==> config.mk <==
export PLATFORM = sky130hd
export DESIGN_NAME = ccg_card_clock
export DESIGN_NICKNAME = d
export VERILOG_FILES = /design/src/rtl/ccg_pkg.sv /design/src/rtl/ccg_src_sel.sv /design/src/rtl/ccg_divider.sv /design/src/rtl/ccg_card_clock.sv
export SDC_FILE = /design/constraint.sdc
export NUM_CORES = 1
export LEC_CHECK = 0
export ABC_AREA = 0
export BUFFER_PORTS_ARGS = -buffer_cell sky130_fd_sc_hd__clkbuf_2
export CORE_UTILIZATION = 45
export DETAILED_ROUTE_END_ITERATION = 8
export PLACE_DENSITY = 0.77
export SKIP_LAST_GASP = 1
export SYNTH_ARGS = -nofsm -noshare
export SYNTH_HDL_FRONTEND = slang
export SYNTH_SLANG_ARGS = --single-unit
==> constraint.sdc <==
create_clock -name clk -period 2.08 [get_ports clk]
set_input_delay 0.312 -clock clk [delete_from_list [all_inputs] [get_ports clk]]
set_output_delay 0.312 -clock clk [all_outputs]
set_load 0.05 [all_outputs]
==> src/rtl/ccg_pkg.sv <==
package ccg_pkg;
  // Bit position of the always-on control inside the control word
  localparam int unsigned AON_BIT = 16;
  // Phase field order: core, transmit, receive
  localparam int unsigned PH_CORE = 0;
  localparam int unsigned PH_TX   = 1;
  localparam int unsigned PH_RX   = 2;

  // A phase code inverts the clock when its upper bit is set
  function automatic logic ph_invert(input logic [1:0] code);
    return code[1];
  endfunction
endpackage

==> src/rtl/ccg_src_sel.sv <==
module ccg_src_sel #(
  parameter int unsigned NUM_SRC = 2,
  parameter int unsigned SEL_W   = 2
) (
  input  logic [NUM_SRC-1:0] src_ticks,
  input  logic [SEL_W-1:0]   sel,
  output logic               tick
);
  always_comb begin
    tick = 1'b0;
    for (int i = 0; i < NUM_SRC; i++) begin
      if (sel == SEL_W'(i)) tick = src_ticks[i];
    end
  end
endmodule

==> src/rtl/ccg_divider.sv <==
module ccg_divider #(
  parameter int unsigned DIV_W = 6
) (
  input  logic             clk,
  input  logic             rst_n,
  input  logic             tick,
  input  logic [DIV_W-1:0] div,
  input  logic             halt,
  input  logic             ddr,
  output logic             clk_o,
  output logic             stb,
  output logic             running
);
  logic [DIV_W-1:0] cnt;
  logic             last;

  assign last = (cnt == div - DIV_W'(1));

  always_ff @(posedge clk) begin
    if (!rst_n) begin
      running <= 1'b0;
      cnt     <= '0;
      clk_o   <= 1'b0;
      stb     <= 1'b0;
    end else begin
      stb <= 1'b0;
      if (!running) begin
        cnt   <= '0;
        clk_o <= 1'b0;
        if (!halt) running <= 1'b1;
      end else if (tick) begin
        if (last) begin
          cnt   <= '0;
          clk_o <= ~clk_o;
          stb   <= ~clk_o | ddr;
          if (clk_o && halt) running <= 1'b0;
        end else begin
          cnt <= cnt + DIV_W'(1);
        end
      end
    end
  end
endmodule

==> src/rtl/ccg_card_clock.sv <==
module ccg_card_clock #(
  parameter int unsigned DIV_W   = 6,
  parameter int unsigned SRC_W   = 2,
  parameter int unsigned NUM_SRC = 2,
  parameter int unsigned PH_W    = 2,
  parameter int unsigned NUM_PH  = 3
) (
  input  logic        clk,
  input  logic        rst_n,
  input  logic        alt_tick,
  input  logic [31:0] ctrl_word,
  input  logic        stop_req,
  input  logic        ddr_mode,
  input  logic        cmd_active,
  output logic        card_clk,
  output logic        core_clk_out,
  output logic        tx_clk_out,
  output logic        rx_clk_out,
  output logic        clk_stb,
  output logic        clk_running
);
  import ccg_pkg::*;

  localparam int unsigned SRC_LSB = DIV_W;
  localparam int unsigned PH_LSB  = SRC_LSB + SRC_W;
  localparam int unsigned PH_BITS = PH_W * NUM_PH;
  localparam logic [PH_BITS-1:0] PH_RESET = PH_BITS'(2) << (PH_CORE * PH_W);

  logic [DIV_W-1:0]   new_div, act_div;
  logic [SRC_W-1:0]   new_src, act_src;
  logic [PH_BITS-1:0] new_ph, act_ph;
  logic               halt_req, tick;
  logic [NUM_PH-1:0]  ph_out;
  logic               unused_ctrl;

  assign new_div = ctrl_word[DIV_W-1:0];
  assign new_src = ctrl_word[SRC_LSB +: SRC_W];
  assign new_ph  = ctrl_word[PH_LSB +: PH_BITS];
  assign unused_ctrl = ^{ctrl_word[31:AON_BIT+1], ctrl_word[AON_BIT-1:PH_LSB+PH_BITS]};

  assign halt_req = stop_req
                  | (!ctrl_word[AON_BIT] && !cmd_active)
                  | (new_div == '0)
                  | (new_src >= SRC_W'(NUM_SRC));

  // Settings are taken over only while the clock is stopped
  always_ff @(posedge clk) begin
    if (!rst_n) begin
      act_div <= '1;
      act_src <= '0;
      act_ph  <= PH_RESET;
    end else if (!clk_running) begin
      act_div <= new_div;
      act_src <= new_src;
      act_ph  <= new_ph;
    end
  end

  ccg_src_sel #(.NUM_SRC(NUM_SRC), .SEL_W(SRC_W)) u_src (
    .src_ticks ({alt_tick, 1'b1}),
    .sel       (act_src),
    .tick      (tick)
  );

  ccg_divider #(.DIV_W(DIV_W)) u_div (
    .clk     (clk),
    .rst_n   (rst_n),
    .tick    (tick),
    .div     (act_div),
    .halt    (halt_req),
    .ddr     (ddr_mode),
    .clk_o   (card_clk),
    .stb     (clk_stb),
    .running (clk_running)
  );

  for (genvar g = 0; g < NUM_PH; g++) begin : g_phase
    assign ph_out[g] = card_clk ^ ph_invert(act_ph[g*PH_W +: PH_W]);
  end

  assign core_clk_out = ph_out[PH_CORE];
  assign tx_clk_out   = ph_out[PH_TX];
  assign rx_clk_out   = ph_out[PH_RX];
endmodule

# [After elaboration in Yosys (flattened, before gate mapping)]
# Cells that the tools add are included.
[totals] output_inout_bits=6 ff_bits=23
[classes] reduce_logical=9 magnitude_cmp=1 n_eq_ne=2 bitwise_logic=8 add_sub_neg=2 n_mux=8
[op_table] cell="$mux W1" count=7
[op_table] cell="$add A6 B1 Y6 const B" count=1
[op_table] cell="$eq A6 B6 Y1" count=1
[op_table] cell="$logic_not A6 Y1" count=1
[op_table] cell="$mux W6" count=1
[op_table] cell="$sub A6 B1 Y6 const B" count=1
[op_table] cell="$or A1 B1 Y1" count=4
[op_table] cell="$reduce_and A2 Y1" count=2
[op_table] cell="$reduce_and A4 Y1" count=1
[op_table] cell="$xor A1 B1 Y1" count=3
[op_table] cell="$eq A2 B1 Y1 const B" count=1
[op_table] cell="$ge A2 B2 Y1 const B" count=1
[op_table] cell="$logic_and A1 B1 Y1" count=2
[op_table] cell="$logic_not A1 Y1" count=2
[op_table] cell="$logic_not A2 Y1" count=1
[op_table] cell="$not A1 Y1" count=1

# [Logic depth before layout (Yosys ltp)]
# Gate-level depths: netlist of the first run.
[logic_depth] ltp_word=10 ltp_mapped=7 mapped_depth_nobuf=7

# [Modules after synthesis]
# A second synthesis of the first run with hierarchy kept.
[unflattened] hier_cells=108 hier_area_um2=983.4
[by_module_without_submodules] module="ccg_divider" area_per_inst_um2=514.2 n_inst=1 cells_per_inst=62
[by_module_without_submodules] module="ccg_card_clock" area_per_inst_um2=455.4 n_inst=1 cells_per_inst=44
[by_module_without_submodules] module="ccg_src_sel" area_per_inst_um2=13.8 n_inst=1 cells_per_inst=2

# [Least setup slack after synthesis of the first run]
# OpenSTA, ideal clock, no wires.
[synth_path] path_kind="reg2out" from="reg u_div.clk_o" to="out core_clk_out" path_slack_ns=0.097 arrival_time_ns=1.671 n_path_buf=1 path_stages_with_launch=3 cell_sequence="dfxtp_1 > clkbuf_1 > xor2_1"
[synth_between] elab_chain_cells=1
[synth_lines] item="from (decl)" line="ccg_divider.sv:10" rtl="output logic clk_o,"
[synth_lines] item="from (signal assigned)" line="ccg_divider.sv:34" rtl="clk_o <= ~clk_o;"
[synth_lines] item="$xor A1 B1 Y1" line="ccg_card_clock.sv:78" rtl="assign ph_out[g] = card_clk ^ ph_invert(act_ph[g*PH_W +: PH_W]);"
[synth_lines] item="to (decl)" line="ccg_card_clock.sv:16" rtl="output logic core_clk_out,"
# Every way passes these cells.

# [Final worst setup path of the first run]
[layout_path] from="reg act_div[1]" to="reg u_div.clk_o"
[layout_between] elab_chain_cells=3
[layout_lines] item="from (decl)" line="ccg_card_clock.sv:29" rtl="logic [DIV_W-1:0] new_div, act_div;"
[layout_lines] item="from (signal assigned)" line="ccg_card_clock.sv:53" rtl="act_div <= new_div;"
[layout_lines] item="$sub A6 B1 Y6" line="ccg_divider.sv:17" rtl="assign last = (cnt == div - DIV_W'(1));"
[layout_lines] item="$eq A6 B6 Y1" line="ccg_divider.sv:17"
[layout_lines] item="$reduce_and A2 Y1 (no source line)"
# Every way passes these cells.
# A chain may end at the register's enable or synchronous reset.

==> results_dict.tcl, run 1 <==
set metrics [dict create \
    syn_area_um2 968.4 \
    route.detailed.drc 0 \
    grt-ovfl-total 0 \
    fin_nets 175 \
    cts_root_buf "clkbuf_4" \
    cts_hold_buf 0 \
    core_mm2 0.002002 \
    synth_top_area_cell "dfxtp_1" \
    cts_tree "yes" \
    start_util_pct 48.38 \
    die_h_um 48.39 \
    clock_sinks 20 \
    ir_drop_uv 556.0 \
    drt-wirelength-per-cell_um 11.67 \
    grt_pass1_wl_um 3291 \
    diodes 0 \
    async_reset_ff_share_pct 0 \
    via_count 835 \
    post_cts_buffers 0 \
    power_density_mw_per_mm2 731.2 \
    dp_hpwl_um 1465 \
    finalPower_w 0.0008636 \
    synth_area_leaders "dfxtp_1, mux2i_1, xnor2_1" \
    critPathKind "flip-flop to flip-flop" \
    insertion_delay_ns 0.31 \
    synth_top_cell_area_share_pct 41.34 \
    worstPathArrival_ns 2.20 \
    maxSlewViolCount 0 \
    path_clk_slew_ns 0.12 \
    clk_path_buf_depth 2 \
    cts_buffers 3 \
    place_inst 157 \
    layout.cells.non_filler 161 \
    cp_max_fo 5 \
    min_path_type "input port to flip-flop" \
    crit_path_start_kind "flip-flop" \
    synth_edf_count 0 \
    syn_avg_cell_area_um2 9.051 \
    drt_wl_total_um 1879 \
    outcome "finished, final reports clean" \
    period_share_pct 93.54 \
    pin_count 44 \
    place_congestion 0.7432 \
    antenna_left 0 \
    netlist_instances 107 \
    drv_cap 0 \
    yosysWarnings 0 \
    cts_resized 0 \
    syn_nets 147 \
    tns_ns 0 \
    p_leak_nw 0.4973 \
    tightest_slew_ns 0.4320 \
    finalSetupViolCount 0 \
    yosys-top-cells-count "dfxtp_1, mux2i_1, nand2_1" \
    die_area_mm2 0.002342 \
    fillers 181 \
    antenna_found_initial 0 \
    clock.fmax_ghz 0.5140 \
    first_global_vias 796 \
    fp-row-count 16 \
    worstPathRequired_ns 2.34 \
    synth_cell_type_count 27 \
    hold_viol 0 \
    layout-drive-gt1-share_pct 22.39 \
    synth_seq_cells 20 \
    synthToLayoutAreaGrowth_pct 21.96 \
    drt-initial-drc-count 25 \
    ys_seq_area_share_pct 41.34 \
    via_per_inst 5.186 \
    drtPass1Iterations 4 \
    io_buffers 23 \
    synth-main-ff-cell "dfxtp_1" \
    die_w_um 48.39 \
    h-tree-depth 1 \
    relSlewSlack_pct 70.93 \
    rsz0062_at_grt "no" \
    end_kind "flip-flop" \
    min_period_ns 1.946 \
    grt_max_degree 14 \
    fin_skew_ns 0.007886 \
    grtUsageTotal_pct 17.93 \
    yosysMostFrequentCell "dfxtp_1" \
]
## per-layer routing
metal / part of all wire [%] / vias to the layer above / GRT usage (%)
met4: 0.90 / 0 / 10.29
met2: 50 / 18 / 31.22
met3: 3.2 / 2 / 3.145
met1: 46 / 394 / 20.59
met5: 0 / - / 0
li1: - / 421 / -
## where the power goes
part	internal [W]	switching, W
clock	0.000195	0.000128
combinational	0.0000564	0.0000672
sequential	0.000401	0.0000167
total	0.000652	0.000212
## flip-flops by register name, indices dropped and copies added (netlist names)
signal         flops
act_div            6
act_ph             3
act_src            2
u_div.clk_o        1
u_div.cnt          6
u_div.running      1
u_div.stb          1
## cells in the final DEF, fill, tap and decap left out, types with 2 or more instances in the layout
cell,synthesis,routed
mux2i_1,11,11
nor2_1,7,7
nor4_1,2,2
nor3_1,5,5
inv_1,4,4
ha_1,2,2
dfxtp_1,20,20
clkbuf_2,0,23
clkbuf_4,0,3
nand3_1,2,2
nand2_1,10,10
nor2b_1,7,7
or3_1,2,2
o21bai_1,2,2
buf_4,0,3
a21oi_1,3,3
o21ai_0,4,4
xnor2_1,8,8
xor2_1,6,6
## worst max-delay path, cell delays in order (launching register included)
cell,delay [ns]
dfxtp_1,0.40
inv_1,0.06
ha_1,0.21
nor2b_1,0.13
or3_1,0.34
a31o_1,0.26
or3_1,0.35
a21oi_1,0.14
## through the flow
step	instance area, µm²	hold slack (ns)	util [%]	setup slack [ns]
detailed placement	1129	0.4943	56.38	0.1549
finish	1181	0.2082	59.00	0.1343
floorplan	968.4	0.4371	-	0.09714
global placement	1129	0.4841	56.38	0.2074
CTS	1181	0.2111	59.00	0.1287
global route	1181	0.2108	59.00	0.02423
## kinds of logic after synthesis
kind of cell               share of synthesized area (%)
AOI/OAI and AO/OA                                  7.365
xor gates and xnor gates                           12.66
adders and majority gates                          2.584
buffers and inverters                              2.713
DFF                                                41.34
muxes                                              11.37
and+or+nand+nor                                    21.97
## final timing paths
kind / cells past startpoint / startpoint / slack (ns) / endpoint
max: 7 / act_div[1]$_SDFFE_PN1N_ / 0.13 / u_div.clk_o$_SDFFE_PN0P_
min: 3 / ctrl_word[1] / 0.21 / act_div[1]$_SDFFE_PN1N_
max reg2reg: 7 / act_div[1]$_SDFFE_PN1N_ / 0.13 / u_div.clk_o$_SDFFE_PN0P_
min reg2reg: 2 / act_ph[1]$_SDFFE_PN1N_ / 0.52 / act_ph[1]$_SDFFE_PN1N_
## cell type report
type | count | area [µm²] | area share [%]
clock buffer | 3 | 22.52 | 1.907
clock inverter | 1 | 30.03 | 2.542
inverter | 4 | 15.01 | 1.271
multi-input combinational | 80 | 541.8 | 45.87
sequential | 20 | 400.4 | 33.90
tap | 27 | 33.78 | 2.860
timing repair buffer | 26 | 137.6 | 11.65
Note: power is estimated with default switching activity, not from simulation.
==> inputs of run 2 (changes only) <==
--- a/config.mk
+++ b/config.mk
@@ -7,6 +7,7 @@
 export LEC_CHECK = 0
 export ABC_AREA = 0
 export BUFFER_PORTS_ARGS = -buffer_cell sky130_fd_sc_hd__clkbuf_2
+export CORE_ASPECT_RATIO = 1.4
 export CORE_UTILIZATION = 45
 export DETAILED_ROUTE_END_ITERATION = 8
 export PLACE_DENSITY = 0.77
==> run 2 against run 1 <==
Register-to-register slack about the same. Clock power decreased by 31%. Core utilization decreased by 0.98 points. Sequential power about the same. Sequential share of layout area increased by 0.77 points. Setup slack got worse by 0.015 ns. Die area increased by 0.11%. Clock skew decreased by 0.0037 ns. Flip-flop and latch count unchanged.
==> results_dict.tcl, run 2 (synthesis results as in run 1) <==
set metrics [dict create \
    grt_max_degree 14 \
    drt-initial-drc-count 17 \
    hold-worst-slack_ns 0.2224 \
    crit_path_start_kind "flip-flop" \
    p_leak_nw 0.4901 \
    ir_drop_uv 593.7 \
    critPathKind "flip-flop to flip-flop" \
    cts_buffers 3 \
    pin_count 44 \
    die_area_mm2 0.002344 \
    io_buffers 23 \
    tns_ns 0 \
    first_global_vias 782 \
    drt-met1-wl_um 785 \
    routed-wl-met3_um 46 \
    insertion_delay_ns 0.30 \
    stdcell_area_mm2 0.001159 \
    finalPower_w 0.0007648 \
    grt-ovfl-total 0 \
    worstPathArrival_ns 2.19 \
    grt_pass1_wl_um 3111 \
    maxSlewViolCount 0 \
    relSlewSlack_pct 74.97 \
    outcome "finished, final reports clean" \
    fin_nets 175 \
    fin_skew_ns 0.004198 \
    cts_root_buf "clkbuf_4" \
    place_inst 151 \
    die_h_um 56.89 \
    cp_max_fo 5 \
    top_layer "met4" \
    worstPathRequired_ns 2.31 \
    via_per_inst 5.252 \
    route.detailed.drc 0 \
    via_count 814 \
    period_share_pct 94.24 \
    min_period_ns 1.960 \
    met2WireLength_um 1028 \
    core_mm2 0.001997 \
    drt_wl_total_um 1874 \
    drtPass1Iterations 4 \
    final_cell_mix "clkbuf_2, dfxtp_1, mux2i_1" \
    rsz0062_at_grt "no" \
    clk_path_buf_depth 2 \
    cts_hold_buf 0 \
    min_path_type "input port to flip-flop" \
    die_w_um 41.21 \
    diodes 0 \
    antenna_found_initial 0 \
    end_kind "flip-flop" \
    drt-wirelength-per-cell_um 12.09 \
    clock_sinks 20 \
    finalSetupViolCount 0 \
    fillers 183 \
    layout_commonest_cell "clkbuf_2" \
    grtUsageTotal_pct 19.21 \
    tightest_slew_ns 0.3720 \
    drv_cap 0 \
    h-tree-depth 1 \
    clock.fmax_ghz 0.5101 \
    cts_tree "yes" \
    place_congestion 0.7894 \
    fp-row-count 19 \
    layout-drive-gt1-share_pct 23.13 \
    antenna_left 0 \
    power_density_mw_per_mm2 660.1 \
    start_util_pct 48.50 \
    layout.cells.non_filler 155 \
    path_clk_slew_ns 0.11 \
    reg_top3 "act_div x6, u_div.cnt x6, act_ph x3" \
    place_area_mm2 0.001121 \
    synthToLayoutAreaGrowth_pct 19.64 \
    hold_viol 0 \
    dp_hpwl_um 1467 \
]
-- run 2: cell types whose count changed in the layout (fill, tap and decap cells not counted) --
cell | before | now
clkbuf_8 | 0 | 1
bufinv_16 | 1 | 0
dfxtp_2 | 0 | 1
dfxtp_1 | 20 | 19
-- run 2: worst max-delay path, stage by stage (launching register included) --
cell and delay [ns]:
dfxtp_2 0.37, inv_1 0.05, ha_1 0.21, nor2b_1 0.13, or3_1 0.34, a31o_1 0.28
or3_1 0.36, a21oi_1 0.15
-- run 2: power by group --
| part | switching, W | internal, W |
|---|---|---|
| clock | 0.000117 | 0.000107 |
| sequential | 0.0000156 | 0.000401 |
| combinational | 0.0000684 | 0.0000564 |
-- run 2: repair_timing --
action | 4_1_cts | 5_1_grt
endpoints found under the setup margin | 0 | 1
hold endpoints to repair | 0 | 0
resized for setup | 0 | 1
buffers inserted | 0 | 0
-- run 2: final timing paths --
kind | startpoint | endpoint | slack [ns] | cells after the start
max | act_div[1]$_SDFFE_PN1N_ | u_div.clk_o$_SDFFE_PN0P_ | 0.12 | 7
min reg2reg | act_ph[1]$_SDFFE_PN1N_ | act_ph[1]$_SDFFE_PN1N_ | 0.52 | 2
max reg2reg | act_div[1]$_SDFFE_PN1N_ | u_div.clk_o$_SDFFE_PN0P_ | 0.12 | 7
min | ctrl_word[9] | act_ph[1]$_SDFFE_PN1N_ | 0.22 | 3
-- run 2: per-layer routing --
layer,up-vias,global-route usage [%]
li1,420,-
met1,377,20.35
met2,15,33.71
met3,2,3.557
met4,0,8.295
met5,-,0
-- run 2: stage by stage --
step | utilization [%] | worst slack (ns)
2_1_floorplan | - | 0.09714
4_1_cts | 57.96 | 0.06543
3_5_place_dp | 56.14 | 0.09308
3_3_place_gp | 56.14 | 0.1902
6_report | 58.02 | 0.1197
5_1_grt | 58.02 | 0.03435
-- run 2: cell type report --
cell class                 count  area (µm²)  share of cell area [%]
clock buffer                   4       36.28                   3.132
inverter                       4       15.01                   1.296
multi-input combinational     80       541.8                   46.76
sequential                    20       401.6                   34.67
tap                           21       26.28                   2.268
timing repair buffer          26       137.6                   11.88
